## src/rtl/timer_unit_pkg.sv

```systemverilog
package timer_unit_pkg;

  typedef enum logic [1:0] {
    REG_DIV = 2'd0,
    REG_CNT = 2'd1,
    REG_MOD = 2'd2,
    REG_CTL = 2'd3
  } reg_addr_e;

  localparam int unsigned CTL_W      = 3;
  localparam int unsigned CTL_EN_BIT = 2;
  localparam int unsigned N_RATES    = 4;

  // log2 of the base-cycle threshold per select code
  function automatic int unsigned rate_log2(input int unsigned sel);
    case (sel)
      0:       return 10;
      1:       return 4;
      2:       return 6;
      default: return 8;
    endcase
  endfunction

endpackage

```

## src/rtl/timer_base_cnt.sv

```systemverilog
module timer_base_cnt #(
  parameter int unsigned BASE_W   = 16,
  parameter int unsigned STEP_LOG = 2
) (
  input  logic              clk_i,
  input  logic              rst_ni,
  input  logic              tick_i,
  input  logic              clr_i,
  output logic [BASE_W-1:0] base_o,
  output logic [BASE_W-1:0] base_nxt_o,
  output logic              adv_o
);
  localparam logic [BASE_W-1:0] STEP = BASE_W'(1) << STEP_LOG;

  logic [BASE_W-1:0] base_q;

  assign base_nxt_o = base_q + STEP;
  assign adv_o      = tick_i & ~clr_i;
  assign base_o     = base_q;

  always_ff @(posedge clk_i or negedge rst_ni) begin
    if (!rst_ni)     base_q <= '0;
    else if (clr_i)  base_q <= '0;
    else if (tick_i) base_q <= base_nxt_o;
  end
endmodule

```

## src/rtl/timer_rate_sel.sv

```systemverilog
module timer_rate_sel
  import timer_unit_pkg::*;
#(
  parameter int unsigned BASE_W = 16
) (
  input  logic [BASE_W-1:0] base_nxt_i,
  input  logic              adv_i,
  input  logic              en_i,
  input  logic [1:0]        sel_i,
  output logic              strobe_o
);
  logic [N_RATES-1:0] hit;

  for (genvar g = 0; g < N_RATES; g++) begin : g_rate
    localparam int unsigned LG = rate_log2(g);
    assign hit[g] = (base_nxt_i[LG-1:0] == '0);
  end

  assign strobe_o = adv_i & en_i & hit[sel_i];
endmodule

```

## src/rtl/timer_count.sv

```systemverilog
module timer_count #(
  parameter int unsigned DATA_W = 8
) (
  input  logic              clk_i,
  input  logic              rst_ni,
  input  logic              strobe_i,
  input  logic              wr_i,
  input  logic [DATA_W-1:0] wr_data_i,
  input  logic [DATA_W-1:0] mod_i,
  output logic [DATA_W-1:0] cnt_o,
  output logic              irq_o
);
  logic [DATA_W-1:0] cnt_q;
  logic              irq_q;

  always_ff @(posedge clk_i or negedge rst_ni) begin
    if (!rst_ni) begin
      cnt_q <= '0;
      irq_q <= 1'b0;
    end else begin
      irq_q <= 1'b0;
      if (wr_i) begin
        cnt_q <= wr_data_i;
      end else if (strobe_i) begin
        if (cnt_q == '1) begin
          cnt_q <= mod_i;
          irq_q <= 1'b1;
        end else begin
          cnt_q <= cnt_q + 1'b1;
        end
      end
    end
  end

  assign cnt_o = cnt_q;
  assign irq_o = irq_q;
endmodule

```

## src/rtl/timer_unit.sv

```systemverilog
module timer_unit
  import timer_unit_pkg::*;
#(
  parameter int unsigned DATA_W   = 8,
  parameter int unsigned BASE_W   = 16,
  parameter int unsigned STEP_LOG = 2,
  parameter int unsigned DIV_LSB  = 8
) (
  input  logic              clk_i,
  input  logic              rst_ni,
  input  logic              tick_i,
  input  logic              wr_en_i,
  input  logic [1:0]        wr_addr_i,
  input  logic [DATA_W-1:0] wr_data_i,
  input  logic [1:0]        rd_addr_i,
  output logic [DATA_W-1:0] rd_data_o,
  output logic              irq_o
);
  localparam int unsigned DIV_MSB = DIV_LSB + DATA_W - 1;

  logic [BASE_W-1:0] base_q, base_nxt;
  logic [DATA_W-1:0] cnt_q, mod_q;
  logic [CTL_W-1:0]  ctrl_q;
  logic              adv, strobe, div_wr, cnt_wr;

  assign div_wr = wr_en_i & (reg_addr_e'(wr_addr_i) == REG_DIV);
  assign cnt_wr = wr_en_i & (reg_addr_e'(wr_addr_i) == REG_CNT);

  timer_base_cnt #(.BASE_W(BASE_W), .STEP_LOG(STEP_LOG)) u_base (
    .clk_i     (clk_i),
    .rst_ni    (rst_ni),
    .tick_i    (tick_i),
    .clr_i     (div_wr),
    .base_o    (base_q),
    .base_nxt_o(base_nxt),
    .adv_o     (adv)
  );

  timer_rate_sel #(.BASE_W(BASE_W)) u_rate (
    .base_nxt_i(base_nxt),
    .adv_i     (adv),
    .en_i      (ctrl_q[CTL_EN_BIT]),
    .sel_i     (ctrl_q[1:0]),
    .strobe_o  (strobe)
  );

  timer_count #(.DATA_W(DATA_W)) u_cnt (
    .clk_i    (clk_i),
    .rst_ni   (rst_ni),
    .strobe_i (strobe),
    .wr_i     (cnt_wr),
    .wr_data_i(wr_data_i),
    .mod_i    (mod_q),
    .cnt_o    (cnt_q),
    .irq_o    (irq_o)
  );

  always_ff @(posedge clk_i or negedge rst_ni) begin
    if (!rst_ni) begin
      mod_q  <= '0;
      ctrl_q <= '0;
    end else if (wr_en_i) begin
      if (reg_addr_e'(wr_addr_i) == REG_MOD) mod_q  <= wr_data_i;
      if (reg_addr_e'(wr_addr_i) == REG_CTL) ctrl_q <= wr_data_i[CTL_W-1:0];
    end
  end

  always_comb begin
    case (reg_addr_e'(rd_addr_i))
      REG_DIV: rd_data_o = base_q[DIV_MSB:DIV_LSB];
      REG_CNT: rd_data_o = cnt_q;
      REG_MOD: rd_data_o = mod_q;
      default: rd_data_o = {{(DATA_W-CTL_W){1'b0}}, ctrl_q};
    endcase
  end
endmodule

```

## config.mk

```make
export PLATFORM = sky130hd
export DESIGN_NAME = timer_unit
export DESIGN_NICKNAME = d
export VERILOG_FILES = /design/src/rtl/timer_unit_pkg.sv /design/src/rtl/timer_base_cnt.sv /design/src/rtl/timer_rate_sel.sv /design/src/rtl/timer_count.sv /design/src/rtl/timer_unit.sv
export SDC_FILE = /design/constraint.sdc
export NUM_CORES = 1
export LEC_CHECK = 0
export ABC_AREA = 1
export BUFFER_PORTS_ARGS = -buffer_cell sky130_fd_sc_hd__buf_2
export CORE_MARGIN = 1.5
export CORE_UTILIZATION = 50
export DETAILED_ROUTE_END_ITERATION = 12
export PLACE_DENSITY = 0.7
export SLEW_MARGIN = 0
export SYNTH_ARGS = -nofsm -noshare
export SYNTH_HDL_FRONTEND = slang
export SYNTH_SLANG_ARGS = --single-unit
export TNS_END_PERCENT = 50
```

## constraint.sdc

```tcl
create_clock -name clk_i -period 2.4 [get_ports clk_i]
set_input_delay 0.24 -clock clk_i [delete_from_list [all_inputs] [get_ports clk_i]]
set_output_delay 0.24 -clock clk_i [all_outputs]
set_load 0.02 [all_outputs]
```

======== Yosys cells after proc, flatten, opt, wreduce, memory -nomap -nowiden ========
Cells that the tools add are included.
word-level totals
  register bits ........................... 36
  output and inout bits ................... 9
  input port bits ......................... 16
  word-level logic and storage cells ...... 41
operators by class
  multiplexer cells ....................... 11
  reductions and logical operators ........ 10
  magnitude comparators ................... 1
  bitwise logic cells ..................... 6
  equal/unequal tests ..................... 6
  add/sub/neg operators ................... 2
operators with widths
  operator                 count
  $mux W16                 2
  $mux W8                  3
  $pmux W8 S3              1
  $add A16 B3 Y16 const B  1
  $logic_not A10 Y1        1
  $add A8 B1 Y8 const B    1
  $eq A8 B8 Y1 const B     1
  $logic_not A8 Y1         1
  $eq A2 B2 Y1 const B     3
  $logic_not A6 Y1         1
  $and A1 B1 Y1            5
  $eq A2 B1 Y1 const B     2
  $logic_not A2 Y1         2
  $logic_not A4 Y1         1
  $mux W1                  4
  $reduce_and A2 Y1        2
  $reduce_bool A2 Y1       2
  $lt A2 B3 Y1 const B     1
  $bmux W1 S2              1
  $not A1 Y1               1

======== Logic depth before layout (Yosys ltp) ========
  depth in word-level cells ............... 8
  gate-level depth with buffers ........... 13
  mapped depth without buffers ............ 13

======== By module ========
A second synthesis with hierarchy kept.
unflattened totals
  cell total of the unflattened synthesis .. 330
  area total of the unflattened synthesis .. 2384.8 um^2
modules (own cells, without submodules)
  module          seq. area each (um^2)  area an instance (um^2)  instances  cells each
  timer_base_cnt  350.3                  915.9                    1          123
  timer_unit      275.3                  693.2                    1          90
  timer_count     225.2                  679.4                    1          99
  timer_rate_sel  0.0                    96.3                     1          18

======== Worst setup path before layout ========
No wires, ideal clock.
  kind .................................... reg2reg
  from .................................... register u_base.base_q[3] (netlist: u_base.base_o[3])
  to ...................................... register u_cnt.cnt_q[6] (netlist: u_cnt.cnt_o[6])
  path slack .............................. 849 ps
  setup time .............................. 66 ps
  arrival time ............................ 1486 ps
  period minus slack after synthesis ...... 1551 ps
  stages on the path, launching flop included .. 13
  data required time ...................... 2334 ps
  cells stage by stage .................... dfrtp_1 > ha_1 > nand3_1 > nand2_1 > nand2_1 > nand3_1 > nor2_2 > nor2_2 > nor2_4 > nand2_4 > nand2_4 > nand2_1 > nand2_1
between the ends
  cells in the longest elaborated chain, start to end .. 6
  elaborated cells between the ends (all ways) .. 9
  those cells by class .................... 1 x add/sub; 2 x mux; 1 x bitwise; 5 x reduce/logical
RTL lines
  element                                    RTL line              source
  from (decl)                                timer_base_cnt.sv:15  logic [BASE_W-1:0] base_q;
  from (signal assigned)                     timer_base_cnt.sv:24  else if (tick_i) base_q <= base_nxt_o;
  $add A16 B3 Y16 (*)                        timer_base_cnt.sv:17  assign base_nxt_o = base_q + STEP;
  $logic_not A10 Y1 (tied with other cells)  timer_rate_sel.sv:16  assign hit[g] = (base_nxt_i[LG-1:0] == '0);
  $bmux W1 S2 (*)                            timer_rate_sel.sv:19  assign strobe_o = adv_i & en_i & hit[sel_i];
  $mux W1 (not written as such) (*)          timer_rate_sel.sv:19
  $and A1 B1 Y1 (*)                          timer_rate_sel.sv:19
  $reduce_bool A2 Y1 (no source line) (*)    -
  to (signal assigned)                       timer_count.sv:23     cnt_q <= wr_data_i;
  to (signal assigned)                       timer_count.sv:26     cnt_q <= mod_i;
  to (signal assigned)                       timer_count.sv:29     cnt_q <= cnt_q + 1'b1;
  to (decl)                                  timer_count.sv:13     logic [DATA_W-1:0] cnt_q;
Every way passes the cells marked *; elsewhere a longest branch is shown, timed or not. The select of a mux whose other input is x is not followed.
A chain may end at the register's enable or synchronous reset.

======== Worst setup path after layout ========
Same ends and word-level chain as after synthesis.

==> impl_metrics.yaml <==
setup_path:
  worst_ep_required_time_ns: 2.58
  rrSetupSlack_ns: 0.58
  worstPathArrival_ns: 2.00
  path_max_fanout: 10
  r2r-start: "u_base.base_o[3]"
  worstRegToRegCells: 12
  timing.rr.end: "u_cnt.cnt_o[6]"
  setup.worst_path.start_class: "register"
  end_kind: "register"
  critical_path_class: "register to register"
timing:
  period_share_pct: 75.65
  rsz0062_at_grt: "false"
  timing.final.crit_period_ns: 1.816
  setup_viol: 0
  finalSetupTns_ns: 0
  timing.fmax_ghz: 0.5508
  slew_headroom_pct: 49.58
  final-hold-violation-count: 0
  worst_hold_slack_ns: 0.01548
  drv_slew: 0
  worst_pin_slew_ns: 0.7562
  finClkSkew_ns: 0.006623
floorplanning:
  die_w_um: 68.01
  dieHeight_um: 68.01
  core_area_mm2: 0.004029
  initial_core_util_pct: 52.45
  fp-row-count: 23
  dieArea_mm2: 0.004625
  ios: 25
global_routing:
  grt_use_met1_pct: 35.58
  grt_pass1_wl_um: 8128
  grtUsageMet2_pct: 33.74
  grt.total_usage_pct: 23.50
  grt_antenna_before_repair: 0
  grt_max_degree: 35
  grt-busiest-layer: "met1"
  met3_usage_pct: 4.605
  grt_overflow: 0
  grt_pass1_vias: 1741
final_layout:
  drive_above_1_share_pct: 18.67
  diodes: 0
  final_common_cell: "nand2_1"
  final_nets: 334
  syn2layout_area_growth_pct: 12.43
  layout_common_cells: "nand2_1, inv_1, dfrtp_1"
synth:
  synth-seq-cells: 34
  synth_top_cells_by_area: "dfrtp_1, nand2_1, inv_1"
  yosys.area_share.xor_xnor_pct: 1.658
  synth_cell_types: 33
  syn_area_per_cell_um2: 7.363
  ys_seq_area_share_pct: 40.26
  synth_area_mm2: 0.002113
  synthMuxAreaShare_pct: 1.599
  synth_compound_area_share_pct: 13.50
  syn_inst: 287
  yosys.area.top_type: "dfrtp_1"
  ys_warn_count: 0
  synthDominantCellAreaShare_pct: 40.26
  syn_nets: 306
  synth_top_family_by_area: "simple AND/OR/NAND/NOR gates"
  synth-adder-area-share_pct: 1.776
  synthSimpleGateAreaFrac_pct: 33.39
clock_network:
  cts_setup_buffers: 0
  root_buffer: "clkbuf_8"
  cts_tree: "built"
  cts_resized: 0
  cts_made_buffers: 5
  clkTransAtPathRegs_ns: 0.07
  clk_latency_ns: 0.29
  cts_sinks: 34
  htreeDepth: 2
  holdBufCountCts: 0
  clk_path_buf_depth: 2
status:
  outcome: "finished, final reports clean"
placed_design:
  gp_congestion: 0.8475
  io_buffers: 24
  place_hpwl_um: 3518
route:
  drt-vias-per-instance: 5.309
  drt_first_pass_iters: 4
  vias: 1943
  wirelength_um: 4707
  wl_per_cell_um: 12.86
  drt-initial-drc-count: 132
  drc: 0
  postRouteAntennaNets: 0
worst_hold_path:
  hold_class: "input pin to async pin"
power:
  vdd_ir_drop_max_mv: 0.4690
  leakagePower_nw: 1.205
  pwr_density_cell_mw_per_mm2: 767.5
  p_total_mw: 1.824
job:
  maxCapViolCount: 0
worst max path at each step:
stage                                start                end  slack (ns)  depth (start not counted)
final                     u_base.base_o[3]     u_cnt.cnt_o[6]        0.58                         12
after global routing      u_base.base_o[3]  u_base.base_o[14]        0.32                         10
after CTS                 u_base.base_o[3]     u_cnt.cnt_o[6]        0.59                         12
after detailed placement  u_base.base_o[3]     u_cnt.cnt_o[6]        0.60                         12
after global placement    u_base.base_o[3]     u_cnt.cnt_o[7]        0.65                         12
after floorplan           u_base.base_o[3]     u_cnt.cnt_o[6]        0.85                         12
stage by stage:
stage | cells | instance area, µm² | worst slack [ns] | util (%)
5_1_grt | 366 | 2376 | 0.3212 | 58.98
3_5_place_dp | 358 | 2281 | 0.5999 | 56.61
6_report | 366 | 2376 | 0.5845 | 58.98
4_1_cts | 366 | 2376 | 0.5926 | 58.98
2_1_floorplan | 287 | 2113 | 0.8486 | -
3_3_place_gp | 358 | 2281 | 0.6487 | 56.61
Yosys cell counts (all sizes together):
master / n
nand2: 99
o31ai: 1
mux2: 3
inv: 38
ha: 3
a31oi: 2
nand3: 23
buf: 1
a221oi: 1
o21ai: 29
clkbuf: 3
a21o: 1
o221ai: 1
o21a: 1
o211ai: 5
dfrtp: 34
a21oi: 6
nor3: 6
nand4: 4
o21bai: 1
nor2: 17
o22ai: 2
and3: 2
xor2: 4
worst max-delay path, stage by stage (launching register included):
cell	delay, ns
dfrtp_1	0.43
ha_1	0.24
nand3_1	0.14
nor2_1	0.15
nand2_1	0.09
nand3_1	0.09
nor2_1	0.04
nand2_1	0.06
nand2_2	0.06
nand2_4	0.14
nand2_4	0.11
nand2_1	0.10
nand2_1	0.05
where the power goes:
group          total (mW)  internal, mW  switching (mW)
Clock               0.446         0.230           0.215
Combinational       0.538         0.218           0.319
Sequential          0.840         0.684           0.157
Total                1.82          1.13           0.691
metal layers:
layer | up-vias | part of all wire, % | wire, µm
met1 | 890 | 52 | 2452
met4 | 0 | 1.2 | 56
met3 | 7 | 5.6 | 265
li1 | 991 | - | -
met5 | - | 0 | 0
met2 | 55 | 41 | 1933
kinds of logic after synthesis:
kind of cell | after synthesis
AND/OR/NAND/NOR | 151
AO/OA/AOI/OAI | 50
buffers and inverters | 42
flip-flops | 34
XOR/XNOR | 4
multiplexers | 3
adder cells (fa/ha/maj) | 3
state kept, by name (all words and copies together) (netlist names):
register and flops:
u_cnt.cnt_o 8, mod_q 8, ctrl_q 3, u_cnt.irq_o 1, u_base.base_o 14
cell type report:
cell class / count / area (µm²)
clock buffer: 6 / 82.58
clock inverter: 2 / 12.51
fill: 403 / 1653
inverter: 38 / 142.6
multi-input combinational: 211 / 1097
sequential: 34 / 850.8
tap: 50 / 62.56
timing repair buffer: 25 / 127.6
Note: power is estimated with default switching activity, not from simulation.
